--- src/rtl/cpu_cycle_prescaler.sv ---
module cpu_cycle_prescaler #(
  parameter int SEL_W       = 3,
  parameter int MAX_SHIFT   = 4,
  parameter int FLOOR_SHIFT = 2,
  localparam int CNT_W      = MAX_SHIFT,
  localparam int SH_W       = $clog2(MAX_SHIFT + 1)
) (
  input  logic             clk,
  input  logic             rst_n,
  input  logic [SEL_W-1:0] ratio_sel,
  input  logic             noise_filt_en,
  input  logic             int_rc_src,
  output logic             cyc_en,
  output logic [SH_W-1:0]  eff_shift
);

  logic [SH_W-1:0]  req_shift;
  logic [CNT_W-1:0] cnt;
  logic [CNT_W-1:0] last;
  logic             hit;

  always_comb begin
    if (int'(ratio_sel) > MAX_SHIFT) req_shift = SH_W'(MAX_SHIFT);
    else                             req_shift = SH_W'(ratio_sel);
    if ((noise_filt_en || int_rc_src) && int'(req_shift) < FLOOR_SHIFT)
      req_shift = SH_W'(FLOOR_SHIFT);
  end

  assign last   = CNT_W'((32'd1 << eff_shift) - 32'd1);
  assign hit    = (cnt == last);
  assign cyc_en = rst_n & hit;

  always_ff @(posedge clk) begin
    if (!rst_n) begin
      cnt       <= '0;
      eff_shift <= req_shift;
    end else if (hit) begin
      cnt       <= '0;
      eff_shift <= req_shift;
    end else begin
      cnt <= cnt + 1'b1;
    end
  end

  a_r8_range: assert property (@(posedge clk) disable iff (!rst_n)
    int'(eff_shift) <= MAX_SHIFT);

  a_r3_floor: assert property (@(posedge clk) disable iff (!rst_n)
    (cyc_en && (noise_filt_en || int_rc_src)) |=> int'(eff_shift) >= FLOOR_SHIFT);

  a_r6_hold: assert property (@(posedge clk) disable iff (!rst_n)
    !cyc_en |=> $stable(eff_shift));

  a_r5_single: assert property (@(posedge clk) disable iff (!rst_n)
    cyc_en |=> (!cyc_en || eff_shift == '0));

  a_r2_reserved: assert property (@(posedge clk) disable iff (!rst_n)
    (cyc_en && int'(ratio_sel) > MAX_SHIFT) |=> int'(eff_shift) == MAX_SHIFT);

endmodule

--- config.mk ---
export PLATFORM = sky130hd
export DESIGN_NAME = cpu_cycle_prescaler
export DESIGN_NICKNAME = d
export VERILOG_FILES = /design/src/rtl/cpu_cycle_prescaler.sv
export SDC_FILE = /design/constraint.sdc
export NUM_CORES = 1
export LEC_CHECK = 0
export ABC_CLOCK_PERIOD_IN_PS = 2400
export BUFFER_PORTS_ARGS = -buffer_cell sky130_fd_sc_hd__buf_2
export CELL_PAD_IN_SITES_DETAIL_PLACEMENT = 0
export CELL_PAD_IN_SITES_GLOBAL_PLACEMENT = 2
export CORE_MARGIN = 1.5
export CORE_UTILIZATION = 25
export DETAILED_ROUTE_END_ITERATION = 8
export PLACE_DENSITY = 0.73
export SYNTH_ARGS = -nofsm -noshare
export SYNTH_HDL_FRONTEND = slang
export SYNTH_SLANG_ARGS = --single-unit
export TNS_END_PERCENT = 50
--- constraint.sdc ---
create_clock -name clk -period 2.4 [get_ports clk]
set_clock_uncertainty 0.15 [all_clocks]
set_input_delay 0.48 -clock clk [delete_from_list [all_inputs] [get_ports clk]]
set_output_delay 0.48 -clock clk [all_outputs]
set_load 0.01 [all_outputs]
==> results.tsv, run 1 <==
stage	metric	value	unit
routing	drcViolationCount	0	
logic_synthesis	synth_adder_area_share	6.515	%
logic_synthesis	async_flop_share	0	%
worst_setup_path	critPathKind	flop to output pin	
worst_setup_path	crit_fanout	3	
logic_synthesis	syn_area	384.1	um^2
logic_synthesis	synth_seq_cells	7	
logic_synthesis	synth-xor-area-share	11.40	%
timing	setup_tns	-0.7049	ns
clocking	cts.sinks	7	
routing	dr.pass1.iters	4	
timing	slew_headroom	77.38	%
logic_synthesis	synth.area.top_cells	edfxtp_1 23%, dfxtp_1 21%, xor2_1 6.8%, ha_1 6.5%, and3_1 4.9%	
global_routing	grt_overflow	0	
timing	period_share	118.9	%
die	die-area	1780	um^2
logic_synthesis	ys_warn_count	0	
finish	n_antenna_cell	0	
global_routing	grt_use_total	9.452	%
global_routing	grt_pass1_vias	308	
logic_synthesis	synth_top_family_by_area	simple AND/OR/NAND/NOR gates	
timing	tightest_slew	0.3357	ns
logic_synthesis	synth_nets	45	
clocking	h-tree-depth	1	
logic_synthesis	syn_area_per_cell	10.67	um^2
finish	fill_cells	142	
finish	design_area	598.1	um^2
worst_setup_path	arrival	2.22	ns
placement	gp_congestion	0.6735	
logic_synthesis	synth_compound_area_share	6.515	%
clocking	cts_hold_buf	0	
die	io_pins	11	
placement	port_buffers	10	
min_path	hp-class	input port to flop	
pwr	power.density	532.0	nW/um^2
worst_setup_path	end_kind	output pin	
global_routing	antenna_found_initial	0	
logic_synthesis	synthFlopType	dfxtp_1	
logic_synthesis	synthTopCellsByCount	4 x dfxtp_1, 4 x nor2_1, 3 x and3_1, 3 x edfxtp_1, 3 x xor2_1	
global_routing	grt_pass1_wl	1269	um
routing	wirelength	774	um
routing	first_iter_violations	5	
run_status	violations	negative setup slack	
run_status	outcome	finished, violations left	
routing	vias_per_cell	4.568	
timing	setup_ws	-0.4531	ns
logic_synthesis	synth_top_cell_area_share	23.45	%
clocking	clock_latency	0.25	ns
pwr	p_leak	0.2667	nW
die	coreArea	1366	um^2
clocking	tritoncts	built	
routing	wire_per_inst	10.46	um
global_routing	grt_max_degree	7	
die	fp-row-count	13	
timing	post-route-min-period	2.853	ns
routing	dr_total_vias	338	
pwr	irDropWorstVdd	0.2193	mV
run	cap_violations	0	
finish	fin_nets	69	
logic_synthesis	synth_top_area_cell	edfxtp_1	
placement	post-place-ws	-0.1993	ns
clocking	root_buffer	clkbuf_4	
logic_synthesis	synthSimpleGateAreaFrac	29.32	%
die	die_h	42.20	um
die	initial_utilization	28.11	%
logic_synthesis	synth_cells	36	
finish	areaGrowthSynthToFinish	55.70	%
logic_synthesis	ys_types	20	
logic_synthesis	seq_area_frac_synth	44.30	%
finish	drive_above_1_share	54.24	%
worst_setup_path	cp.required	1.77	ns
placement	hpwl	566.6	um
logic_synthesis	synth_mux_area_share	0	%
logic_synthesis	synth_edf_count	3	
finish	ff_latch_area	170.2	um^2
placement	post_dp_cell_area	505.5	um^2
clocking	cts_buffer_depth	2	
timing	max_freq	0.3505	GHz
routing	postRouteAntennaNets	0	
finish	multiInputGateArea	250.2	um^2
timing	rsz0062_at_grt	true	
worst_setup_path	startpoint_type	flop	
timing	hold_viol_final	0	
clocking	cts_buffers	3	
die	fp.dieW	42.20	um
clocking	clk_pin_slew	0.05	ns
timing	finalSetupViolations	4	
finish	fin_util	43.77	%
timing	drv_slew	0	
-- layout make-up --
class	count	area share (%)
clock buffers	4	4.393
inverters	1	0.6276
multi-input cells	27	41.84
flip-flops and latches	7	28.45
well taps	15	3.138
repair buffers	20	21.55
-- cell usage in the layout (no fill, tap or decap), types with 2 or more instances in the layout --
cell / count
edfxtp_1: 3
clkbuf_4: 3
nor3_1: 2
and3_1: 3
nor2_1: 3
buf_4: 9
buf_2: 10
xnor2_1: 2
xor2_1: 2
dfxtp_1: 4
o21ai_0: 2
-- report_power, final --
| group | total (mW) | switching, mW | internal, mW |
|---|---|---|---|
| clock | 0.104 | 0.0411 | 0.0633 |
| combinational | 0.0699 | 0.0302 | 0.0397 |
| sequential | 0.144 | 0.00966 | 0.134 |
| total | 0.318 | 0.0810 | 0.237 |
-- flip-flops by register name, summed over array words and instances, names as in the netlist --
signal	flops
cnt	4
eff_shift	3
-- metal layers --
metal / share of wire [%] / vias to the layer above / GRT usage, % / routed length (um)
li1: - / 176 / - / -
met1: 43 / 152 / 11.43 / 329
met2: 52 / 10 / 15.69 / 405
met3: 5.2 / 0 / 1.293 / 40
met4: 0 / 0 / 5.625 / 0
met5: 0 / - / 0 / 0
-- repair_timing --
item	in CTS	in global routing
endpoints found under the setup margin	4	5
resized for setup	3	2
setup buffers	2	3
gates cloned	0	0
-- through the flow --
step / std cells / hold slack (ns) / total power [mW]
4_1_cts: 71 / 0.2818 / 0.3158
5_1_grt: 74 / 0.2831 / 0.3400
3_3_place_gp: 65 / 0.3989 / 0.2000
6_report: 74 / 0.2895 / 0.3181
2_1_floorplan: 36 / 0.3421 / 0.1790
3_5_place_dp: 65 / 0.4006 / 0.2025
-- worst paths after layout --
check                             startpoint           end  slack (ns)  cells past startpoint
worst min register to register        cnt[0]        cnt[0]        0.41                      1
worst max-delay path            eff_shift[1]        cyc_en       -0.45                      7
worst min-delay path            ratio_sel[2]  eff_shift[2]        0.29                      1
worst max register to register  eff_shift[1]  eff_shift[0]       -0.08                      8
-- kinds of logic (layout without fill, tap and decap cells) --
family / after synthesis / after routing
and+or+nand+nor: 17 / 17
adders and majority gates: 2 / 2
xor gates and xnor gates: 5 / 5
DFF: 7 / 7
buffers and inverters: 2 / 25
AOI/OAI and AO/OA: 3 / 3
-- critical path, cell delays in order (launching register included) --
cell and delay (ns):
edfxtp_1 0.41, or3b_4 0.42, ha_4 0.18, xor2_2 0.15
or4b_4 0.50, o2111ai_4 0.12, nor2_2 0.06, buf_2 0.13
(Power assumes the default switching activity.)
==> run 2: changes to the inputs <==
==> config.mk (replaced) <==
export PLATFORM = sky130hd
export DESIGN_NAME = cpu_cycle_prescaler
export DESIGN_NICKNAME = d
export VERILOG_FILES = /design/src/rtl/cpu_cycle_prescaler.sv
export SDC_FILE = /design/constraint.sdc
export NUM_CORES = 1
export LEC_CHECK = 0
export ABC_CLOCK_PERIOD_IN_PS = 3600
export BUFFER_PORTS_ARGS = -buffer_cell sky130_fd_sc_hd__buf_2
export CELL_PAD_IN_SITES_DETAIL_PLACEMENT = 0
export CELL_PAD_IN_SITES_GLOBAL_PLACEMENT = 2
export CORE_AREA = 2 2 39 41
export DETAILED_ROUTE_END_ITERATION = 8
export DIE_AREA = 0 0 41 43
export PLACE_DENSITY = 0.79
export SYNTH_ARGS = -nofsm -noshare
export SYNTH_HDL_FRONTEND = slang
export SYNTH_SLANG_ARGS = --single-unit
export TNS_END_PERCENT = 50
==> constraint.sdc (replaced) <==
create_clock -name clk -period 3.6 [get_ports clk]
set_clock_uncertainty 0.15 [all_clocks]
set_input_delay 0.72 -clock clk [delete_from_list [all_inputs] [get_ports clk]]
set_output_delay 0.72 -clock clk [all_outputs]
set_load 0.01 [all_outputs]
==> results.tsv, run 2 (synthesis results as in run 1) <==
stage	metric	value	unit
finish	largest_register_ffs	4	
die	fp.dieW	41	um
clocking	clk_pin_slew	0.05	ns
finish	reg_top3	cnt (4), eff_shift (3)	
clocking	cts.sinks	7	
timing	setup_tns	0	ns
die	fp-row-count	14	
worst_setup_path	critPathMaxStageDelay	0.49	ns
finish	layout.cells.non_filler	65	
clocking	tritoncts	built	
finish	fin_nets	59	
routing	first_iter_violations	0	
clocking	cts_buffer_depth	2	
routing	wirelength	609	um
routing	dr.pass1.iters	1	
pwr	pwr-share-comb	14.4	%
worst_setup_path	cp_slowest_cell	or4b_4	
clocking	cts_buffers	3	
timing	max_freq	0.3059	GHz
run	cap_violations	0	
global_routing	antenna_found_initial	0	
worst_setup_path	cp.required	2.73	ns
die	die-area	1763	um^2
timing	finalSetupViolations	0	
placement	post-place-ws	0.5902	ns
finish	n_antenna_cell	0	
clocking	cts_hold_buf	0	
finish	layout_commonest_cell	buf_2	
worst_setup_path	startpoint_type	flop	
placement	gp_congestion	0.5825	
routing	postRouteAntennaNets	0	
placement	hpwl	496.2	um
pwr	switchingPower	47.33	uW
finish	fill_cells	144	
timing	setup_ws	0.3312	ns
finish	fin_util	34.45	%
global_routing	grt_overflow	0	
die	io_pins	11	
min_path	hp-class	flop to flop	
run_status	outcome	finished clean	
worst_setup_path	arrival	2.40	ns
finish	drive_above_1_share	34.69	%
global_routing	grt_pass1_vias	293	
worst_setup_path	crit_chain	or3b_2 -> ha_1 -> xor2_1 -> or4b_4 -> o2111ai_2 -> nor2_1 -> buf_2	
timing	slew_headroom	80.55	%
pwr	power_frac_seq	49.9	%
routing	vias_per_cell	4.600	
global_routing	grt_max_degree	8	
timing	tightest_slew	0.2917	ns
timing	drv_slew	0	
finish	mostFrequentLayoutCells	10 x buf_2, 4 x nor2_1, 4 x dfxtp_1	
die	coreArea	1384	um^2
pwr	switching_share	24.44	%
placement	port_buffers	10	
finish	largest-register	cnt	
timing	hold_viol_final	0	
global_routing	grt_use_total	8.898	%
routing	wire_per_inst	9.369	um
worst_setup_path	critical-path-top-delay-family	simple AND/OR/NAND/NOR gates	
global_routing	grt_pass1_wl	1014	um
worst_setup_path	r2r_setup_slack	1.08	ns
die	die_h	43	um
pwr	p_leak	0.2133	nW
pwr	irDropWorstVdd	0.1719	mV
clocking	cts_setup_buffers	0	
routing	dr_total_vias	299	
pwr	pwr-share-clk	35.7	%
finish	areaGrowthSynthToFinish	24.10	%
timing	period_share	90.80	%
worst_setup_path	crit_buf_inv	1	
worst_setup_path	critPathKind	flop to output pin	
worst_setup_path	crit_fanout	7	
clocking	clock_latency	0.25	ns
clocking	h-tree-depth	1	
clocking	cts_resized	0	
routing	drcViolationCount	0	
timing	post-route-min-period	3.269	ns
placement	dp.cells	61	
pwr	cellInternalPower	146.4	uW
clocking	root_buffer	clkbuf_4	
pwr	power.density	406.3	nW/um^2
worst_setup_path	end_kind	output pin	
timing	rsz0062_at_grt	false	
die	initial_utilization	27.76	%
run 2: cell count changes in the layout (fill, tap and decap cells not counted), sizes merged:
cell,change
buf,-10
run 2: final timing paths:
kind,start,cells past startpoint,to
setup reg to reg,eff_shift[2],6,eff_shift[1]
hold / removal,cnt[0],1,cnt[0]
setup / recovery,eff_shift[2],7,cyc_en
hold reg to reg,cnt[0],1,cnt[0]
run 2: area by class of cell:
type | count | area [um^2] | area share, %
inverter | 1 | 3.754 | 0.7874
multi-input combinational | 27 | 206.4 | 43.31
timing repair buffer | 10 | 50.05 | 10.50
tap | 16 | 20.02 | 4.199
clock buffer | 4 | 26.28 | 5.512
sequential | 7 | 170.2 | 35.70
run 2: worst reg2reg max path, stage by stage, from the launching register on:
cell,delay (ns)
edfxtp_1,0.46
or3b_2,0.47
ha_1,0.20
xor2_1,0.16
or4b_4,0.49
o2111ai_2,0.15
nand2_1,0.16
run 2: layer usage:
layer,wire length (um),vias up,global-route usage [%]
li1,-,157,-
met1,280,135,9.211
met2,304,7,13.13
met3,24,0,1.571
met4,0,0,10.00
met5,0,-,0
run 2: per-stage QoR:
step	power, mW	cell area (um^2)	hold slack [ns]
final	0.1937	476.7	0.4058
after global routing	0.2040	476.7	0.4428
after CTS	0.1983	476.7	0.4073
after detailed placement	0.1264	450.4	0.3997
after global placement	0.1261	450.4	0.4030
after floorplan	0.1162	384.1	0.3407
run 2: power by group through the flow:
| stage | clock network, mW | registers [mW] | logic [mW] |
|---|---|---|---|
| global route | 0.0744 | 0.0978 | 0.0318 |
| CTS | 0.0733 | 0.0967 | 0.0282 |
| global placement | 0 | 0.0984 | 0.0278 |
| finish | 0.0692 | 0.0967 | 0.0278 |
| detailed placement | 0 | 0.0984 | 0.0281 |
| floorplan | 0 | 0.0979 | 0.0183 |
==> run 3: changes to the inputs <==
==> config.mk (replaced) <==
export PLATFORM = sky130hd
export DESIGN_NAME = cpu_cycle_prescaler
export DESIGN_NICKNAME = d
export VERILOG_FILES = /design/src/rtl/cpu_cycle_prescaler.sv
export SDC_FILE = /design/constraint.sdc
export NUM_CORES = 1
export LEC_CHECK = 0
export ABC_CLOCK_PERIOD_IN_PS = 3750
export BUFFER_PORTS_ARGS = -buffer_cell sky130_fd_sc_hd__buf_2
export CELL_PAD_IN_SITES_DETAIL_PLACEMENT = 0
export CELL_PAD_IN_SITES_GLOBAL_PLACEMENT = 2
export CORE_UTILIZATION = 28
export DETAILED_ROUTE_END_ITERATION = 8
export PLACE_DENSITY = 0.77
export SYNTH_ARGS = -nofsm -noshare
export SYNTH_HDL_FRONTEND = slang
export SYNTH_SLANG_ARGS = --single-unit
export TNS_END_PERCENT = 50
==> constraint.sdc (replaced) <==
create_clock -name clk -period 3.75 [get_ports clk]
set_clock_uncertainty 0.15 [all_clocks]
set_input_delay 0.75 -clock clk [delete_from_list [all_inputs] [get_ports clk]]
set_output_delay 0.75 -clock clk [all_outputs]
set_load 0.01 [all_outputs]
==> results.tsv, run 3 (synthesis results as in run 1) <==
stage	metric	value	unit
run_status	outcome	finished clean	
worst_setup_path	critical-path-top-delay-family	simple AND/OR/NAND/NOR gates	
clocking	clk_pin_slew	0.05	ns
routing	wirelength	733	um
finish	largest-register	cnt	
global_routing	grt_max_degree	8	
global_routing	grt_overflow	0	
timing	drv_slew	0	
pwr	irDropWorstVdd	0.2109	mV
clocking	cts.sinks	7	
timing	post-route-min-period	3.329	ns
worst_setup_path	startpoint_type	flop	
global_routing	grt_pass1_vias	324	
worst_setup_path	end_kind	output pin	
clocking	cts_buffers	3	
global_routing	antenna_found_initial	0	
clocking	root_buffer	clkbuf_4	
global_routing	use_met2	23.75	%
global_routing	grt_pass1_wl	1186	um
finish	fin_nets	59	
finish	layout_commonest_cell	buf_2	
timing	period_share	88.77	%
clocking	h-tree-depth	1	
worst_setup_path	crit_fanout	7	
global_routing	grt_use_total	12.38	%
global_routing	grtUsageMet3	1.734	%
timing	finalSetupViolations	0	
worst_setup_path	cp-startpoint	eff_shift[2]	
timing	worst_hold_slack	0.3954	ns
min_path	hold_start	cnt[0]	
run	cap_violations	0	
worst_setup_path	cp.depth	7	
min_path	hold_depth	1	
worst_setup_path	critPathMaxStageDelay	0.49	ns
min_path	hp-class	flop to flop	
clocking	cts_resized	0	
pwr	power.density	394.7	nW/um^2
timing	slew_headroom	80.90	%
worst_setup_path	cp.required	2.85	ns
worst_setup_path	crit_buf_inv	1	
worst_setup_path	crit_chain	or3b_2 -> ha_1 -> xor2_1 -> or4b_4 -> o2111ai_2 -> nor2_1 -> buf_2	
pwr	p_leak	0.2133	nW
routing	dr_total_vias	306	
die	fp.dieW	39.04	um
pwr	power_frac_seq	49.6	%
global_routing	use_met1	9.894	%
pwr	pwr-share-comb	14.8	%
worst_setup_path	cp_slowest_cell	or3b_2	
pwr	pwr-share-clk	35.6	%
finish	fin_util	39.98	%
pwr	switchingPower	46.54	uW
worst_setup_path	rr_startpoint	eff_shift[2]	
die	coreArea	1186	um^2
timing	setup_tns	0	ns
finish	n_antenna_cell	0	
global_routing	busiest_layer	met2	
timing	tightest_slew	0.2865	ns
die	initial_utilization	32.38	%
routing	wire_per_inst	11.63	um
clocking	clock_latency	0.25	ns
timing	rsz0062_at_grt	false	
timing	hold_viol_final	0	
finish	design_area	474.2	um^2
pwr	switching_share	24.87	%
timing	max_freq	0.3004	GHz
finish	reg_top3	cnt (4), eff_shift (3)	
pwr	cellInternalPower	140.6	uW
finish	drive_above_1_share	34.69	%
worst_setup_path	r2r_cells	6	
die	fp-row-count	12	
clocking	tritoncts	built	
finish	mostFrequentLayoutCells	10 x buf_2, 4 x nor2_1, 4 x dfxtp_1	
die	die_h	39.04	um
worst_setup_path	arrival	2.43	ns
routing	postRouteAntennaNets	0	
routing	drcViolationCount	0	
routing	dr.pass1.iters	2	
die	die-area	1524	um^2
pwr	power	187.2	uW
routing	first_iter_violations	3	
clocking	cts_hold_buf	0	
routing	vias_per_cell	4.857	
placement	post_dp_cell_area	447.9	um^2
die	io_pins	11	
worst_setup_path	critPathKind	flop to output pin	
finish	largest_register_ffs	4	
finish	areaGrowthSynthToFinish	23.45	%
clocking	cts_buffer_depth	2	
clocking	cts_setup_buffers	0	
placement	gp_congestion	0.6524	
placement	hpwl	609.9	um
placement	port_buffers	10	
[run 3: layout make-up]
type                    instances  area, um^2
fillers                       126       711.9
multi-input cells              27       206.4
flip-flops and latches          7       170.2
repair buffers                 10       50.05
clock buffers                   4       26.28
well taps                      14       17.52
inverters                       1       3.754
[run 3: final timing paths]
kind	endpoint	slack, ns
max reg2reg	eff_shift[1]	1.19
min reg2reg	cnt[0]	0.40
min	cnt[0]	0.40
max	cyc_en	0.42
[run 3: worst reg2reg max path: cells and delay by family, from the launching register on]
family | cells | cell delay (ns)
adder cells (fa/ha/maj) | 1 | 0.21
AND/OR/NAND/NOR | 3 | 1.15
AO/OA/AOI/OAI | 1 | 0.15
XOR/XNOR | 1 | 0.17
flip-flops | 1 | 0.48
[run 3: through the flow]
step | instances | worst slack (ns)
after floorplan | 36 | 0.8505
after global routing | 63 | 0.3159
after CTS | 63 | 0.3994
after detailed placement | 59 | 0.6810
after global placement | 59 | 0.7608
final | 63 | 0.4210
[run 3: routing by layer]
layer | vias to the layer above | wire length, um
li1 | 157 | -
met1 | 142 | 264
met2 | 7 | 452
met3 | 0 | 16
met4 | 0 | 0
met5 | - | 0
[run 3: power by group through the flow]
stage	combinational [mW]	clock [mW]	sequential, mW
finish	0.0276	0.0667	0.0929
global placement	0.0256	0	0.0941
floorplan	0.0176	0	0.0940
CTS	0.0282	0.0710	0.0930
global route	0.0305	0.0722	0.0941
detailed placement	0.0280	0	0.0947
